File: src/rtl/eth_daf_pkg.sv
package eth_daf_pkg;
  typedef enum logic [1:0] {
    ST_IDLE = 2'd0,
    ST_HASH = 2'd1,
    ST_CAM  = 2'd2
  } daf_state_e;

  typedef struct packed {
    logic indiv;
    logic bcast;
    logic exact;
  } daf_class_t;
endpackage

File: src/rtl/eth_daf_classify.sv
module eth_daf_classify
  import eth_daf_pkg::*;
#(
  parameter int ADDR_W = 48,
  parameter int IG_BIT = 40
) (
  input  logic [ADDR_W-1:0] addr_i,
  input  logic [ADDR_W-1:0] station_i,
  output daf_class_t        class_o
);
  always_comb begin
    class_o.indiv = ~addr_i[IG_BIT];
    class_o.bcast = &addr_i;
    class_o.exact = (addr_i == station_i);
  end
endmodule

File: src/rtl/eth_daf_resolve.sv
module eth_daf_resolve
  import eth_daf_pkg::*;
(
  input  daf_class_t class_i,
  input  logic       hash_hit_i,
  input  logic       bcast_en_i,
  input  logic       promisc_en_i,
  input  logic       cam_en_i,
  output logic       need_cam_o,
  output logic       accept_o
);
  logic onchip;

  always_comb begin
    if (class_i.indiv)      onchip = class_i.exact | hash_hit_i;
    else if (class_i.bcast) onchip = bcast_en_i;  // disabled bcast skips group hash
    else                    onchip = hash_hit_i;
    need_cam_o = ~onchip & cam_en_i;
    accept_o   = onchip | promisc_en_i;
  end
endmodule

File: src/rtl/eth_da_filter.sv
module eth_da_filter
  import eth_daf_pkg::*;
#(
  parameter int ADDR_W = 48,
  parameter int OCTET_W = 8
) (
  input  logic              clk_i,
  input  logic              rst_ni,
  input  logic              frame_valid_i,
  input  logic [ADDR_W-1:0] dest_addr_i,
  input  logic [ADDR_W-1:0] station_addr_i,
  input  logic              bcast_en_i,
  input  logic              promisc_en_i,
  input  logic              cam_en_i,
  output logic              hash_req_o,
  output logic              hash_grp_o,
  output logic [ADDR_W-1:0] hash_key_o,
  input  logic              hash_ack_i,
  input  logic              hash_hit_i,
  output logic              cam_req_o,
  output logic [ADDR_W-1:0] cam_key_o,
  input  logic              cam_ack_i,
  input  logic              cam_hit_i,
  output logic              dec_valid_o,
  output logic              dec_accept_o
);
  localparam int IG_BIT = ADDR_W - OCTET_W;

  daf_state_e        state_q;
  logic [ADDR_W-1:0] addr_q;
  daf_class_t        cls_q, cls_live, cls_use;
  logic              need_cam, acc;

  eth_daf_classify #(.ADDR_W(ADDR_W), .IG_BIT(IG_BIT)) u_classify (
    .addr_i    (dest_addr_i),
    .station_i (station_addr_i),
    .class_o   (cls_live)
  );

  assign cls_use = (state_q == ST_IDLE) ? cls_live : cls_q;

  eth_daf_resolve u_resolve (
    .class_i      (cls_use),
    .hash_hit_i   (hash_hit_i),
    .bcast_en_i   (bcast_en_i),
    .promisc_en_i (promisc_en_i),
    .cam_en_i     (cam_en_i),
    .need_cam_o   (need_cam),
    .accept_o     (acc)
  );

  always_ff @(posedge clk_i or negedge rst_ni) begin
    if (!rst_ni) begin
      state_q      <= ST_IDLE;
      addr_q       <= '0;
      cls_q        <= '0;
      dec_valid_o  <= 1'b0;
      dec_accept_o <= 1'b0;
    end else begin
      dec_valid_o  <= 1'b0;
      dec_accept_o <= 1'b0;
      unique case (state_q)
        ST_IDLE: if (frame_valid_i) begin
          addr_q <= dest_addr_i;
          cls_q  <= cls_live;
          if (!cls_live.bcast)  state_q <= ST_HASH;
          else if (need_cam)    state_q <= ST_CAM;
          else begin
            dec_valid_o  <= 1'b1;
            dec_accept_o <= acc;
          end
        end
        ST_HASH: if (hash_ack_i) begin
          if (need_cam) state_q <= ST_CAM;
          else begin
            state_q      <= ST_IDLE;
            dec_valid_o  <= 1'b1;
            dec_accept_o <= acc;
          end
        end
        ST_CAM: if (cam_ack_i) begin
          state_q      <= ST_IDLE;
          dec_valid_o  <= 1'b1;
          dec_accept_o <= cam_hit_i;
        end
        default: state_q <= ST_IDLE;
      endcase
    end
  end

  assign hash_req_o = (state_q == ST_HASH);
  assign hash_grp_o = ~cls_q.indiv;
  assign hash_key_o = addr_q;
  assign cam_req_o  = (state_q == ST_CAM);
  assign cam_key_o  = addr_q;


  hash_hold_chk: assert property (@(posedge clk_i) disable iff (!rst_ni)
    hash_req_o && !hash_ack_i |=> hash_req_o && $stable(hash_key_o));

  cam_hold_chk: assert property (@(posedge clk_i) disable iff (!rst_ni)
    cam_req_o && !cam_ack_i |=> cam_req_o && $stable(cam_key_o));

  cam_gate_chk: assert property (@(posedge clk_i) disable iff (!rst_ni)
    $rose(cam_req_o) |-> cam_en_i);

  accept_qual_chk: assert property (@(posedge clk_i) disable iff (!rst_ni)
    dec_accept_o |-> dec_valid_o);

  req_excl_chk: assert property (@(posedge clk_i) disable iff (!rst_ni)
    !(hash_req_o && cam_req_o) && !(cam_req_o && dec_valid_o));
endmodule

File: config.mk
export PLATFORM = sky130hd
export DESIGN_NAME = eth_da_filter
export DESIGN_NICKNAME = d
export VERILOG_FILES = /design/src/rtl/eth_daf_pkg.sv /design/src/rtl/eth_daf_classify.sv /design/src/rtl/eth_daf_resolve.sv /design/src/rtl/eth_da_filter.sv
export SDC_FILE = /design/constraint.sdc
export NUM_CORES = 1
export LEC_CHECK = 0
export BUFFER_PORTS_ARGS = -buffer_cell sky130_fd_sc_hd__buf_2
export CORE_UTILIZATION = 30
export CTS_BUF_LIST = sky130_fd_sc_hd__clkbuf_2
export DETAILED_ROUTE_END_ITERATION = 10
export GPL_ROUTABILITY_DRIVEN = 0
export PLACE_DENSITY_LB_ADDON = 0.05
export SETUP_SLACK_MARGIN = 0.02
export SLEW_MARGIN = 30
export SYNTH_ARGS = -nofsm -noshare
export SYNTH_HDL_FRONTEND = slang
export SYNTH_SLANG_ARGS = --single-unit
File: constraint.sdc
create_clock -name clk_i -period 4 [get_ports clk_i]
set_input_delay 0.6 -clock clk_i [delete_from_list [all_inputs] [get_ports clk_i]]
set_output_delay 0.6 -clock clk_i [all_outputs]
set_load 0.05 [all_outputs]
Word-level counts from Yosys, hierarchy flattened. Index checks and enable logic that the tools add are counted.

Equal/unequal tests: 7. Reduce and logical (&&, ||, !) cells: 4. Bitwise gates (word level): 6. Mux-type cells: 22.

Operators with widths (number): $eq A48 B48 Y1 (1); $reduce_and A48 Y1 (1); $mux W1 (12); $mux W2 (6); $pmux W1 S3 (2); $pmux W2 S3 (1); $ne A2 B1 Y1 const B (2); $reduce_and A4 Y1 (1); $mux W3 (1); $ne A3 B3 Y1 const B (1); $not A1 Y1 (3); $eq A2 B1 Y1 const B (1); $eq A2 B2 Y1 const B (1); $logic_not A2 Y1 (1); $ne A2 B2 Y1 const B (1); $or A1 B1 Y1 (2); $reduce_and A2 Y1 (1); $and A1 B1 Y1 (1).

Input port bits: 106. Register bits after elaboration: 55. Logic and storage cells: 46. Output and inout port bits: 101.

Logic depth before layout (Yosys ltp). Gate-level depths: netlist of run 1.

Depth in word-level cells: 10. Mapped depth: 6. Mapped depth without buffers: 6.

Cells and area by module. Synthesis of run 1 repeated with hierarchy kept, for this count alone.

Cells, all modules: 270. Area, all modules: 3442.1 um^2.

By module, submodules not included: eth_da_filter (cells an instance 183, seq. area each 1376.3 um^2, times used 1, area an instance 2761.4 um^2); eth_daf_classify (cells an instance 81, seq. area each 0.0 um^2, times used 1, area an instance 640.6 um^2); eth_daf_resolve (cells an instance 6, seq. area each 0.0 um^2, times used 1, area an instance 40.0 um^2).

Worst setup path after synthesis of run 1. No wires, ideal clock.

Kind: input port to flip-flop. Start: input dest_addr_i[23]. End: register state_q[1]. Cell stages on the path: 6. Data arrival time: 1915 ps. Required time: 3878 ps. Path slack: 1963 ps. Buffers on the path: 0. Setup time: 122 ps. Cell sequence: nand4_1 nor4_1 a41oi_1 mux2i_1 a221o_1 a32o_2.

Word-level cells in the longest chain between the ends: 9. Elaborated cells between the ends (all ways): 15. Classes of those cells: 2 x eq/ne; 8 x mux; 3 x bitwise; 2 x reduce/logical.

Ends and longest elaborated chain: start, declared (RTL line eth_da_filter.sv:10) `input logic [ADDR_W-1:0] dest_addr_i,`; $eq A48 B48 Y1 / $reduce_and A48 Y1 (equally long branches) (RTL line eth_daf_classify.sv:14, eth_daf_classify.sv:13); $mux W3 (RTL line eth_da_filter.sv:40) `assign cls_use = (state_q == ST_IDLE) ? cls_live : cls_q;`; $or A1 B1 Y1 / $mux W1 (equally long branches) (RTL line eth_daf_resolve.sv:15, eth_daf_resolve.sv:16); $mux W1 (RTL line eth_daf_resolve.sv:15) `if (class_i.indiv) onchip = class_i.exact | hash_hit_i;`; $not A1 Y1 (RTL line eth_daf_resolve.sv:18) `need_cam_o = ~onchip & cam_en_i;`; $and A1 B1 Y1 (RTL line eth_daf_resolve.sv:18); $mux W2 (RTL line eth_da_filter.sv:74) `if (need_cam) state_q <= ST_CAM;`; $mux W2 (RTL line eth_da_filter.sv:73) `ST_HASH: if (hash_ack_i) begin`; $pmux W2 S3 (RTL line eth_da_filter.sv:62) `unique case (state_q)`; end signal, assigned (RTL line eth_da_filter.sv:66) `if (!cls_live.bcast) state_q <= ST_HASH;`; end signal, assigned (RTL line eth_da_filter.sv:74); end signal, assigned (RTL line eth_da_filter.sv:76) `state_q <= ST_IDLE;`; end, declared (RTL line eth_da_filter.sv:29) `daf_state_e state_q;`.

Parallel ways exist; a longest one is shown, timed or not. The select of a mux whose other input is x is not followed. A chain may end at the register's enable or synchronous reset.

Worst setup path in the final report of run 1.
Start: register state_q[1]. End: output cam_req_o.

Word-level cells in the longest chain between the ends: 1.

Ends and longest elaborated chain: start signal, assigned (RTL line eth_da_filter.sv:54) `state_q <= ST_IDLE;`; start signal, assigned (RTL line eth_da_filter.sv:66); start signal, assigned (RTL line eth_da_filter.sv:67) `else if (need_cam) state_q <= ST_CAM;`; $eq A2 B2 Y1 (RTL line eth_da_filter.sv:94) `assign cam_req_o = (state_q == ST_CAM);`; end, declared (RTL line eth_da_filter.sv:20) `output logic cam_req_o,`.

No other way between the ends.

==> impl_metrics.json, run 1 <==
{
  "status": "finished, final reports clean",
  "r2r-start": "state_q[1]$_DFFE_PN0P_",
  "ff2ff_path_depth": 4,
  "yosysTopAreaCellShare_pct": 43.9,
  "grt_setup_unrepaired": "no",
  "synthesis.area_um2": 3130,
  "cts_tree": "done",
  "ys_seq_area_share_pct": 43.9,
  "worstPathRequired_ns": 3.40,
  "diodes": 0,
  "grt_start_max_net_pins": 38,
  "cpPeakStageDelay_ns": 0.52,
  "h-tree-depth": 2,
  "dp_hpwl_um": 7970,
  "period_share_pct": 57.4,
  "dr.pass1.iters": 4,
  "regArea_um2": 1380,
  "drcViolationCount": 0,
  "timing.final.ws_setup_ns": 1.70,
  "routed_wl_um": 9500,
  "syn2layout_area_growth_pct": 27.7,
  "synthArstFlopShare_pct": 100,
  "synthTopCellsByArea": "dfrtp_1 (44%), mux2_2 (17%), xnor2_1 (13%)",
  "ys_warn_count": 0,
  "maxSlewViolCount": 0,
  "layout.nets": 537,
  "tightest_slew_ns": 0.861,
  "cts-root-buf": "clkbuf_2",
  "synth_top_flop_cell": "dfrtp_1",
  "core_um2": 9950,
  "num_rows": 36,
  "dieArea_um2": 10900,
  "cp_top_family": "flip-flops",
  "tns_ns": 0,
  "r2r_setup_slack_ns": 1.86,
  "syn_avg_cell_area_um2": 11.6,
  "path_clk_slew_ns": 0.28,
  "cpMaxStageDelayCell": "dfrtp_1",
  "crit_chain": "nor2b_1, buf_2",
  "grt-ovfl-total": 0,
  "syn-num-nets": 376,
  "fillCellCount": 1069,
  "clk_latency_ns": 0.44,
  "hold_class": "in2async",
  "setup_violations": 0,
  "wl_per_cell_um": 16.8,
  "synthCells": 270,
  "maxClockFrequency_mhz": 435,
  "ant_nets": 0,
  "maxCapViolCount": 0,
  "path_class": "reg2out",
  "fp.dieW_um": 104,
  "multiInputGateArea_um2": 1360,
  "crit_arrival_ns": 1.70,
  "hold_buffers": 0,
  "hold_viol_final": 0,
  "cts_sinks": 55,
  "io_buffer_count": 206,
  "ir_drop_mv": 0.423,
  "dr.first_iter.drc_count": 72,
  "cts-resized-gates": 0,
  "relSlewSlack_pct": 42.4,
  "drive_gt1_share_pct": 62.0,
  "yosys-top-cells-count": "dfrtp_1 (55), buf_4 (48), mux2_2 (48), xnor2_1 (48), nand4_1 (23)",
  "cts.path.max_buffers": 2,
  "period_minus_slack_ns": 2.30,
  "cts_buffers": 5,
  "reg2reg_to": "cam_key_o[27]$_DFFE_PN0P_",
  "end_kind": "output port",
  "cp-start-kind": "register",
  "cp_max_fo": 6,
  "die_h_um": 104,
  "synth_edf_count": 0,
  "grt_pass1_vias": 2526,
  "antenna_found_initial": 0,
  "synth-seq-cells": 55,
  "synth_most_common_cell": "dfrtp_1",
  "grt_usage_pct": 17.8,
  "grt_pass1_wl_um": 14600,
  "power.density_nw_per_um2": 855,
  "crit_buf_inv": 1,
  "initial_core_util_pct": 31.5,
  "power_leakage_uw": 0.00190,
  "pre_cts_slack_ns": 1.42,
  "dr_total_vias": 2591,
  "viasPerCell": 4.59,
  "ys_types": 26,
  "pin_count": 207,
  "synth_top_area_cell": "dfrtp_1",
  "fin_worst_skew_ns": 0.0195,
  "post-cts-setup-buffer-count": 0
}
## worst max path at each step
stage,endpoint,depth (start not counted),slack (ns),from
floorplan,state_q[1]$_DFFE_PN0P_,6,1.96,dest_addr_i[23]
global placement,state_q[1]$_DFFE_PN0P_,7,1.47,dest_addr_i[34]
detailed placement,state_q[1]$_DFFE_PN0P_,7,1.42,dest_addr_i[34]
CTS,cam_req_o,2,1.67,state_q[1]$_DFFE_PN0P_
global route,cam_req_o,2,1.54,state_q[1]$_DFFE_PN0P_
finish,cam_req_o,2,1.70,state_q[1]$_DFFE_PN0P_
## flip-flops by register name (all words and copies together) (netlist names)
name          count
cam_key_o        48
cls_q             3
state_q           2
dec_accept_o      1
dec_valid_o       1
## report_power, final
part           total (uW)  internal, uW  leakage (uW)  switching (uW)
clock                 219          42.1     0.0000281             177
sequential            901           758      0.000652             143
combinational        2300           529       0.00122            1770
## per-layer routing
metal	track usage [%]	part of all wire, %
met1	23.1	45
met2	30.4	49
met3	3.95	6.0
met4	3.06	0.67
met5	0	0
## cell type report
class                           count  area share (%)
Clock buffer                        6           0.750
Clock inverter                      2           0.188
Inverter                            3           0.281
Multi-Input combinational cell    158            34.1
Sequential cell                    55            34.4
Tap cell                          133            4.16
Timing Repair Buffer              208            26.1
## cells by family (layout without fill, tap and decap cells)
| logic type | after synthesis | after routing | synth area share (%) |
|---|---|---|---|
| multiplexers | 49 | 49 | 17.6 |
| flip-flops | 55 | 55 | 43.9 |
| AO/OA/AOI/OAI | 14 | 14 | 2.91 |
| AND/OR/NAND/NOR | 47 | 47 | 9.62 |
| buffers and inverters | 57 | 219 | 12.6 |
| XOR/XNOR | 48 | 48 | 13.4 |
## per-stage QoR
step	hold slack, ns	utilization (%)	std cells	power [uW]	area (um^2)
after floorplan	0.304	-	270	2940	3130
after global placement	0.458	39.8	557	3230	3960
after detailed placement	0.466	39.8	557	3230	3960
after CTS	0.107	40.2	565	3450	4000
after global routing	0.126	40.2	565	3570	4000
final	0.123	40.2	565	3420	4000
## placed cells by master (no fill, tap or decap)
cell,count
buf_4,2
nor4_1,6
buf_2,206
clkinv_1,2
clkbuf_2,6
mux2_2,48
mux2i_1,1
nand4_1,23
a21oi_1,3
nand3b_1,1
nand2_1,6
nand2b_1,1
a32oi_1,1
a31oi_1,2
a32o_2,1
nand4_2,1
a41oi_1,1
inv_1,3
nor2b_1,3
xnor2_1,48
nand3_1,2
a221o_1,1
dfrtp_1,55
nor4_2,2
o21ai_0,5
nand2_2,1
nor2_4,1
Note: power is estimated with default switching activity, not from simulation.
==> run 2: changes to the inputs <==
==> constraint.sdc (replaced) <==
create_clock -name clk_i -period 2.35 [get_ports clk_i]
set_input_delay 0.3525 -clock clk_i [delete_from_list [all_inputs] [get_ports clk_i]]
set_output_delay 0.3525 -clock clk_i [all_outputs]
set_load 0.05 [all_outputs]
==> run 2 against run 1 <==
Hold slack worse by 0.034 ns; setup slack got worse by 1.4 ns; register-to-register slack worse by 1.3 ns.
==> impl_metrics.json, run 2 (synthesized netlist as in run 1, its figures left out) <==
{
  "dp_hpwl_um": 7910,
  "grt_pass1_vias": 2599,
  "hold_class": "in2reg",
  "setup_violations": 0,
  "hold_ws_ns": 0.0891,
  "r2r_setup_slack_ns": 0.57,
  "dieArea_um2": 10900,
  "cpPeakStageDelay_ns": 0.52,
  "cts-root-buf": "clkbuf_2",
  "h-tree-depth": 2,
  "largest_register_ffs": 48,
  "cp_top_family": "flip-flops",
  "grt-ovfl-total": 0,
  "crit_chain": "nor2b_1, buf_2",
  "worstPathRequired_ns": 2.00,
  "wl_per_cell_um": 16.7,
  "routed_wl_um": 9510,
  "viasPerCell": 4.55,
  "tns_ns": 0,
  "final_cell_mix": "buf_2 (206), dfrtp_1 (55), xnor2_1 (48), mux2_2 (48), nand4_1 (23)",
  "cp-start-kind": "register",
  "maxSlewViolCount": 0,
  "ir_drop_mv": 0.748,
  "period_minus_slack_ns": 2.04,
  "power.density_nw_per_um2": 1440,
  "layout.nets": 541,
  "post_dp_cell_area_um2": 4000,
  "power_uw": 5840,
  "initial_core_util_pct": 31.5,
  "dr.first_iter.drc_count": 65,
  "hold_viol_final": 0,
  "fin_cells": 569,
  "dr.pass1.iters": 4,
  "relSlewSlack_pct": 69.4,
  "tightest_slew_ns": 0.459,
  "final_common_cell": "buf_2",
  "final_area_um2": 4050,
  "cts_tree": "done",
  "path_class": "reg2out",
  "dr_total_vias": 2591,
  "fp.dieW_um": 104,
  "drcViolationCount": 0,
  "grt_start_max_net_pins": 56,
  "core_um2": 9950,
  "grt_setup_unrepaired": "no",
  "io_buffer_count": 206,
  "antenna_found_initial": 0,
  "maxClockFrequency_mhz": 489,
  "grt_pass1_wl_um": 14700,
  "cts_sinks": 55,
  "maxCapViolCount": 0,
  "ant_nets": 0,
  "cts_buffers": 5,
  "end_kind": "output port",
  "clk_latency_ns": 0.45,
  "cpMaxStageDelayCell": "dfrtp_1",
  "fin_worst_skew_ns": 0.0194,
  "die_h_um": 104,
  "post-cts-setup-buffer-count": 0,
  "diodes": 0,
  "crit_arrival_ns": 1.69,
  "pin_count": 207,
  "period_share_pct": 87.0,
  "path_clk_slew_ns": 0.28,
  "num_rows": 36,
  "cts.path.max_buffers": 2,
  "cts-resized-gates": 0,
  "drive_gt1_share_pct": 62.6,
  "power_leakage_uw": 0.00193,
  "crit_buf_inv": 1,
  "status": "finished, final reports clean",
  "dpl.cell_count": 560,
  "cp_max_fo": 6,
  "grt_usage_pct": 17.8,
  "syn2layout_area_growth_pct": 29.2
}
[run 2: changes by cell type in the layout (fill, tap and decap cells not counted)]
cell           before  now
clkinv_1            2    0
clkinv_2            0    1
dlygate4sd3_1       0    1
buf_4               2    4
clkbuf_2            6    7
buf_12              0    1
[run 2: final timing paths]
path | from | to | depth (start not counted)
min reg2reg | cls_q[0]$_DFFE_PN0P_ | cls_q[0]$_DFFE_PN0P_ | 2
max reg2reg | state_q[1]$_DFFE_PN0P_ | state_q[1]$_DFFE_PN0P_ | 6
min | cam_en_i | dec_valid_o$_DFF_PN0_ | 2
max | state_q[1]$_DFFE_PN0P_ | cam_req_o | 2
min in group asynchronous | rst_ni | cam_key_o[39]$_DFFE_PN0P_ | 3
max in group asynchronous | rst_ni | cam_key_o[37]$_DFFE_PN0P_ | 3
[run 2: layer usage]
layer / track usage [%] / routed length [um] / vias to the layer above / share of wire, %
met1: 23.8 / 4260 / 1240 / 45
li1: - / - / 1232 / -
met2: 30.1 / 4650 / 115 / 49
met4: 3.37 / 56 / 0 / 0.59
met5: 0 / 0 / - / 0
met3: 3.26 / 548 / 4 / 5.8
[run 2: power by group]
group / internal (uW) / switching (uW) / leakage, uW
sequential: 1290 / 249 / 0.000652
combinational: 906 / 3020 / 0.00124
clock: 81.1 / 296 / 0.0000330
total: 2280 / 3560 / 0.00193
[run 2: area by class of cell]
| type | instances | area (um^2) |
|---|---|---|
| Sequential cell | 55 | 1380 |
| Tap cell | 133 | 166 |
| Fill cell | 1030 | 5910 |
| Multi-Input combinational cell | 158 | 1360 |
| Clock inverter | 1 | 5.00 |
| Timing Repair Buffer | 212 | 1090 |
| Inverter | 3 | 11.3 |
| Clock buffer | 7 | 35.0 |
[run 2: per-stage QoR]
| stage | setup WS, ns | utilization, % |
|---|---|---|
| floorplan | 0.561 | - |
| global placement | 0.119 | 40.2 |
| detailed placement | 0.118 | 40.2 |
| CTS | 0.273 | 40.7 |
| global route | 0.160 | 40.7 |
| finish | 0.306 | 40.7 |
[run 2: repair_timing]
| item | in CTS | in global routing |
|---|---|---|
| hold buffers | 1 | 0 |
| setup endpoints to repair | 0 | 0 |
| hold endpoints to repair | 55 | 0 |
[run 2: worst reg2reg max path, delay by kind of cell, from the launching register on]
family / cells / cell delay (ns)
muxes: 1 / 0.10
AOI/OAI and AO/OA: 3 / 0.85
DFF: 1 / 0.51
and+or+nand+nor: 2 / 0.26
